<file path="src/rtl/clut_pkg.sv">
package clut_pkg;
    typedef enum logic [1:0] {
        PH_RED = 2'd0,
        PH_GRN = 2'd1,
        PH_BLU = 2'd2
    } phase_e;

    localparam int NUM_COMP = 3;
endpackage

</file>
<file path="src/rtl/clut_phase_fsm.sv">
module clut_phase_fsm
    import clut_pkg::*;
#(
    parameter int IDX_W = 8
) (
    input  logic             clk,
    input  logic             rst_n,
    input  logic             idx_load,
    input  logic [IDX_W-1:0] idx_val,
    input  logic             data_acc,
    input  logic             data_wr,
    output phase_e           phase,
    output logic [IDX_W-1:0] idx,
    output logic             stage_r,
    output logic             stage_g,
    output logic             commit
);
    phase_e           phase_q, phase_d;
    logic [IDX_W-1:0] idx_q, idx_d;

    // state register
    always_ff @(posedge clk) begin
        if (!rst_n) begin
            phase_q <= PH_RED;
            idx_q   <= '0;
        end else begin
            phase_q <= phase_d;
            idx_q   <= idx_d;
        end
    end

    // transitions
    always_comb begin
        phase_d = phase_q;
        idx_d   = idx_q;
        if (idx_load) begin
            phase_d = PH_RED;
            idx_d   = idx_val;
        end else if (data_acc) begin
            unique case (phase_q)
                PH_RED:  phase_d = PH_GRN;
                PH_GRN:  phase_d = PH_BLU;
                PH_BLU: begin
                    phase_d = PH_RED;
                    idx_d   = idx_q + IDX_W'(1);
                end
                default: phase_d = PH_RED;
            endcase
        end
    end

    // outputs
    always_comb begin
        stage_r = 1'b0;
        stage_g = 1'b0;
        commit  = 1'b0;
        unique case (phase_q)
            PH_RED:  stage_r = data_wr;
            PH_GRN:  stage_g = data_wr;
            PH_BLU:  commit  = data_wr;
            default: ;
        endcase
    end

    assign phase = phase_q;
    assign idx   = idx_q;
endmodule

</file>
<file path="src/rtl/clut_store.sv">
module clut_store #(
    parameter int IDX_W  = 8,
    parameter int COMP_W = 4
) (
    input  logic                clk,
    input  logic                wr_en,
    input  logic [IDX_W-1:0]    wr_idx,
    input  logic [3*COMP_W-1:0] wr_rgb,
    input  logic [IDX_W-1:0]    host_idx,
    output logic [3*COMP_W-1:0] host_rgb,
    input  logic [IDX_W-1:0]    pix_idx,
    output logic [3*COMP_W-1:0] pix_rgb
);
    localparam int ENTRIES = 1 << IDX_W;
    localparam int WORD_W  = 3 * COMP_W;

    logic [WORD_W-1:0] mem [ENTRIES];
    logic [WORD_W-1:0] pix_q;

    always_ff @(posedge clk) begin
        if (wr_en) mem[wr_idx] <= wr_rgb;
    end

    always_ff @(posedge clk) begin
        pix_q <= mem[pix_idx];
    end

    assign host_rgb = mem[host_idx];
    assign pix_rgb  = pix_q;
endmodule

</file>
<file path="src/rtl/clut_port.sv">
module clut_port
    import clut_pkg::*;
#(
    parameter int IDX_W  = 8,
    parameter int COMP_W = 4,
    parameter int BYTE_W = 8
) (
    input  logic                clk,
    input  logic                rst_n,
    input  logic                host_wr,
    input  logic                host_rd,
    input  logic                host_sel,
    input  logic [BYTE_W-1:0]   host_wdata,
    output logic [BYTE_W-1:0]   host_rdata,
    input  logic [IDX_W-1:0]    pix_idx,
    output logic [3*COMP_W-1:0] pix_rgb
);
    localparam int WORD_W = NUM_COMP * COMP_W;
    localparam int PAD_W  = BYTE_W - COMP_W;

    logic              idx_load, data_acc, data_wr, rd_en;
    logic              stage_r, stage_g, commit;
    phase_e            phase;
    logic [IDX_W-1:0]  idx;
    logic [COMP_W-1:0] in_comp, red_q, grn_q;
    logic [WORD_W-1:0] host_rgb;
    logic [COMP_W-1:0] comp [NUM_COMP];
    logic [BYTE_W-1:0] rd_byte, rdata_q;

    assign idx_load = host_wr && !host_sel;
    assign data_wr  = host_wr && host_sel;
    assign data_acc = host_sel && (host_wr || host_rd);
    assign rd_en    = host_rd && !host_wr;
    assign in_comp  = host_wdata[BYTE_W-1 -: COMP_W];

    clut_phase_fsm #(.IDX_W(IDX_W)) u_fsm (
        .clk      (clk),
        .rst_n    (rst_n),
        .idx_load (idx_load),
        .idx_val  (host_wdata[IDX_W-1:0]),
        .data_acc (data_acc),
        .data_wr  (data_wr),
        .phase    (phase),
        .idx      (idx),
        .stage_r  (stage_r),
        .stage_g  (stage_g),
        .commit   (commit)
    );

    always_ff @(posedge clk) begin
        if (stage_r) red_q <= in_comp;
        if (stage_g) grn_q <= in_comp;
    end

    clut_store #(.IDX_W(IDX_W), .COMP_W(COMP_W)) u_store (
        .clk      (clk),
        .wr_en    (commit),
        .wr_idx   (idx),
        .wr_rgb   ({red_q, grn_q, in_comp}),
        .host_idx (idx),
        .host_rgb (host_rgb),
        .pix_idx  (pix_idx),
        .pix_rgb  (pix_rgb)
    );

    // split stored word into components, red first
    for (genvar k = 0; k < NUM_COMP; k++) begin : g_comp
        assign comp[k] = host_rgb[(NUM_COMP-k)*COMP_W-1 -: COMP_W];
    end

    always_comb begin
        rd_byte = BYTE_W'(idx);
        if (host_sel) begin
            unique case (phase)
                PH_RED:  rd_byte = {comp[0], {PAD_W{1'b0}}};
                PH_GRN:  rd_byte = {comp[1], {PAD_W{1'b0}}};
                PH_BLU:  rd_byte = {comp[2], {PAD_W{1'b0}}};
                default: rd_byte = '0;
            endcase
        end
    end

    always_ff @(posedge clk) begin
        if (!rst_n)     rdata_q <= '0;
        else if (rd_en) rdata_q <= rd_byte;
    end

    assign host_rdata = rdata_q;
endmodule

</file>
<file path="config.mk">
export PLATFORM = sky130hd
export DESIGN_NAME = clut_port
export DESIGN_NICKNAME = d
export VERILOG_FILES = /design/src/rtl/clut_pkg.sv /design/src/rtl/clut_phase_fsm.sv /design/src/rtl/clut_store.sv /design/src/rtl/clut_port.sv
export SDC_FILE = /design/constraint.sdc
export NUM_CORES = 2
export LEC_CHECK = 0
export BUFFER_PORTS_ARGS = -buffer_cell sky130_fd_sc_hd__buf_2
export CAP_MARGIN = 25
export CORE_UTILIZATION = 56
export DETAILED_ROUTE_END_ITERATION = 10
export PLACE_DENSITY_LB_ADDON = 0.2
export SYNTH_ARGS = -nofsm -noshare
export SYNTH_HDL_FRONTEND = slang
export SYNTH_SLANG_ARGS = --single-unit
</file>
<file path="constraint.sdc">
create_clock -name clk -period 5.5 [get_ports clk]
set_input_delay 0.825 -clock clk [delete_from_list [all_inputs] [get_ports clk]]
set_output_delay 0.825 -clock clk [all_outputs]
set_load 0.01 [all_outputs]
</file>
==> out/metrics.csv <==
stage,metric,value,unit
outcome,status,"complete, no violations",
final_layout,finalInstanceArea,162000,µm²
clocking,clkTransAtPathRegs,0.06,ns
drt,firstDrtPassIters,8,
synth,ys.flop_type,edfxtp_1,
clocking,htree_levels,5,
synth,synth_nets,6915,
synth,yosysTopAreaCellShare,64.2,%
global_route,grt_pass1_vias,81855,
synth,synth_area,144000,µm²
timing,hold_violations,0,
synth,synthTopCellsByArea,"edfxtp_1 (64%), mux4_2 (28%), nor2_1 (0.84%)",
synth,yosys.area.top_type,edfxtp_1,
placement,io_buffer_count,40,
floorplanning,initial_core_util,56.5,%
final_layout,final_util,63.4,%
global_route,grtUsageTotal,37.5,%
synth,async_flop_share,0,%
floorplanning,io_pins,41,
floorplanning,rows,185,
floorplanning,die_y,509,µm
drt,wirelength,479,mm
clocking,ctsResizeCount,0,
timing,fmax,213,MHz
timing,setup_ws,0.809,ns
worst_setup_path,cp-start-kind,register,
power,power_density,328,nW/µm²
floorplanning,core_area,255000,µm²
worst_setup_path,critPathSlowestCell,dfxtp_4,
placement,pre_cts_slack,0.727,ns
final_layout,drive_gt1_share,38.4,%
synth,ys_seq_area_share,64.7,%
global_route,grt_max_degree,209,
drt,drcViolationCount,0,
synth,syn_inst,6890,
worst_setup_path,slowest_delay,1.01,ns
worst_setup_path,ff2ff_path_depth,9,
placement,post_dp_cell_area,151000,µm²
floorplanning,fp.dieW,509,µm
worst_setup_path,rrSetupSlack,0.81,ns
global_route,grt_pass1_wl,661,mm
worst_hold_path,hold_end,host_rdata[2]$_SDFFE_PN0P_,
clocking,hold_buffers,0,
job,cap_violations,0,
worst_setup_path,cp-end-kind,register,
clocking,cts_tree,yes,
clocking,numClockSinks,3118,
placement,dp_hpwl,311,mm
drt,vias,84369,
timing,setup_violations,0,
worst_setup_path,critPathRequiredTime,6.37,ns
power,p_leak,49.7,nW
worst_hold_path,hold_start,rst_n,
timing,final.min_clock_period,4.69,ns
power,p_total,0.0530,W
worst_setup_path,crit_fanout,30,
synth,synth_cell_types,66,
timing,rsz0062_at_grt,false,
worst_setup_path,criticalPathCategory,register to register,
drt,avgRoutedWirePerCell,43.9,µm
drt,viasPerCell,7.74,
worst_hold_path,hold_path_class,input pin to register,
timing,tns,0,ns
power,ir_worst_vdd,0.370,mV
synth,syn_area_per_cell,20.9,µm²
synth,yosysMostFrequentCell,edfxtp_1,
timing,fin_skew,0.0336,ns
timing,max_slew_margin,17.9,%
worst_hold_path,whs_path_depth,2,
clocking,post_cts_buffers,0,
synth,yosysWarnings,0,
clocking,clockRootBuffer,clkbuf_16,
floorplanning,fp.dieArea,259000,µm²
worst_setup_path,reg2reg_to,host_rdata[5]$_SDFFE_PN0P_,
drt,drtAntennaViolNets,0,
synth,synth.ff_latch_count,3118,
clocking,cts_made_buffers,334,
placement,place.gp.congestion,1.02,
drt,drt_iter0_drc,14938,
synth,synth_common_cells,"edfxtp_1 (3,080), mux4_2 (1,772), nor2_1 (324), nand2_1 (273), clkbuf_1 (265)",
global_route,antenna_found_initial,36,
synth,synth_edf_count,3080,
final_layout,area_growth,12.2,%
clocking,clock_latency,1.00,ns
worst_setup_path,path_cells,buf_4 > mux4_2 > a22o_1 > a221oi_1 > a2111oi_0 > a31o_2 > a41oi_1 > a211o_1 > nand4_1,
timing,finalCritPeriodShare,85.3,%
timing,worst_pin_slew,1.23,ns
timing,report.final.slew_viol_count,0,
clocking,clock_path_buffers,4,
final_layout,nets,7296,
global_route,globalRouteOverflowTotal,0,
worst_setup_path,worstPathArrival,5.56,ns
stage by stage:
| stage | hold slack, ns | std cells |
|---|---|---|
| 2_1_floorplan | 0.485 | 6890 |
| 3_3_place_gp | 0.559 | 10291 |
| 3_5_place_dp | 0.561 | 10295 |
| 4_1_cts | 0.250 | 10879 |
| 5_1_grt | 0.256 | 10891 |
| 6_report | 0.274 | 10906 |
kinds of logic after synthesis:
kind of cell	Yosys count	synth area share, %
simple gates	866	2.62
buf+inv	568	1.88
fa+ha+maj	4	0.0347
compound gates	434	2.13
mux	1893	28.6
flops	3118	64.7
xor+xnor	7	0.0426
worst max-delay path: cells and delay by family, from the launching register on:
| family | cells | cell delay [ns] |
|---|---|---|
| compound gates | 6 | 2.43 |
| buf+inv | 1 | 0.47 |
| flops | 1 | 1.01 |
| mux | 1 | 0.54 |
| simple gates | 1 | 0.08 |
where the power goes:
| part | switching (W) | total, W | leakage (nW) | internal, W |
|---|---|---|---|---|
| Combinational | 0.00294 | 0.00483 | 16.7 | 0.00190 |
| Sequential | 0.000126 | 0.0261 | 28.0 | 0.0260 |
| Clock | 0.00926 | 0.0221 | 5.09 | 0.0128 |
| Total | 0.0123 | 0.0530 | 49.7 | 0.0407 |
per-layer routing:
metal  global-route usage [%]  part of all wire [%]  up-vias
met5                        0                 0.037        -
met4                     19.6                   6.2       24
met3                     13.5                    15     1267
met2                     53.8                    44     7330
met1                     50.7                    34    44770
li1                         -                     -    30978
registers in the layout, summed over array words and instances (netlist names), named ones only:
name / count
u_store.mem: 3072
u_fsm.phase: 2
u_store.pix_rgb: 12
grn_q: 4
host_rdata: 8
u_fsm.idx: 8
red_q: 4
how the worst max path moves through the flow:
stage	start	endpoint	slack, ns	cells past startpoint
floorplan	red_q[2]$_DFFE_PP_	u_store.mem[0][10]$_DFFE_PP_	1.45	0
global placement	pix_idx[0]	u_store.pix_rgb[9]$_DFF_P_	0.78	9
detailed placement	pix_idx[0]	u_store.pix_rgb[9]$_DFF_P_	0.73	9
CTS	register	host_rdata[4]$_SDFFE_PN0P_	1.12	9
global route	register	host_rdata[5]$_SDFFE_PN0P_	0.87	9
finish	register	host_rdata[5]$_SDFFE_PN0P_	0.81	9
placed cells by master (no fill, tap or decap), drive strengths merged, types with 30 or more instances in the layout:
master	instances
o21ai	48
bufinv	31
nor3	30
clkbuf	415
nor2b	31
mux2i	103
mux4	1772
dfxtp	38
nor2	324
a22oi	69
buf	598
edfxtp	3080
clkinv	121
o22ai	70
nand3	100
a21oi	50
nand2	273
area by class of cell:
class	instances	area (µm²)
sequential	3118	93300
fill	16861	93200
multi-input combinational	3204	48200
clock buffer	411	8820
timing repair buffer	602	5380
tap	3366	4210
clock inverter	173	1690
antenna	21	52.6
inverter	11	51.3
Note: power is estimated with default switching activity, not from simulation.
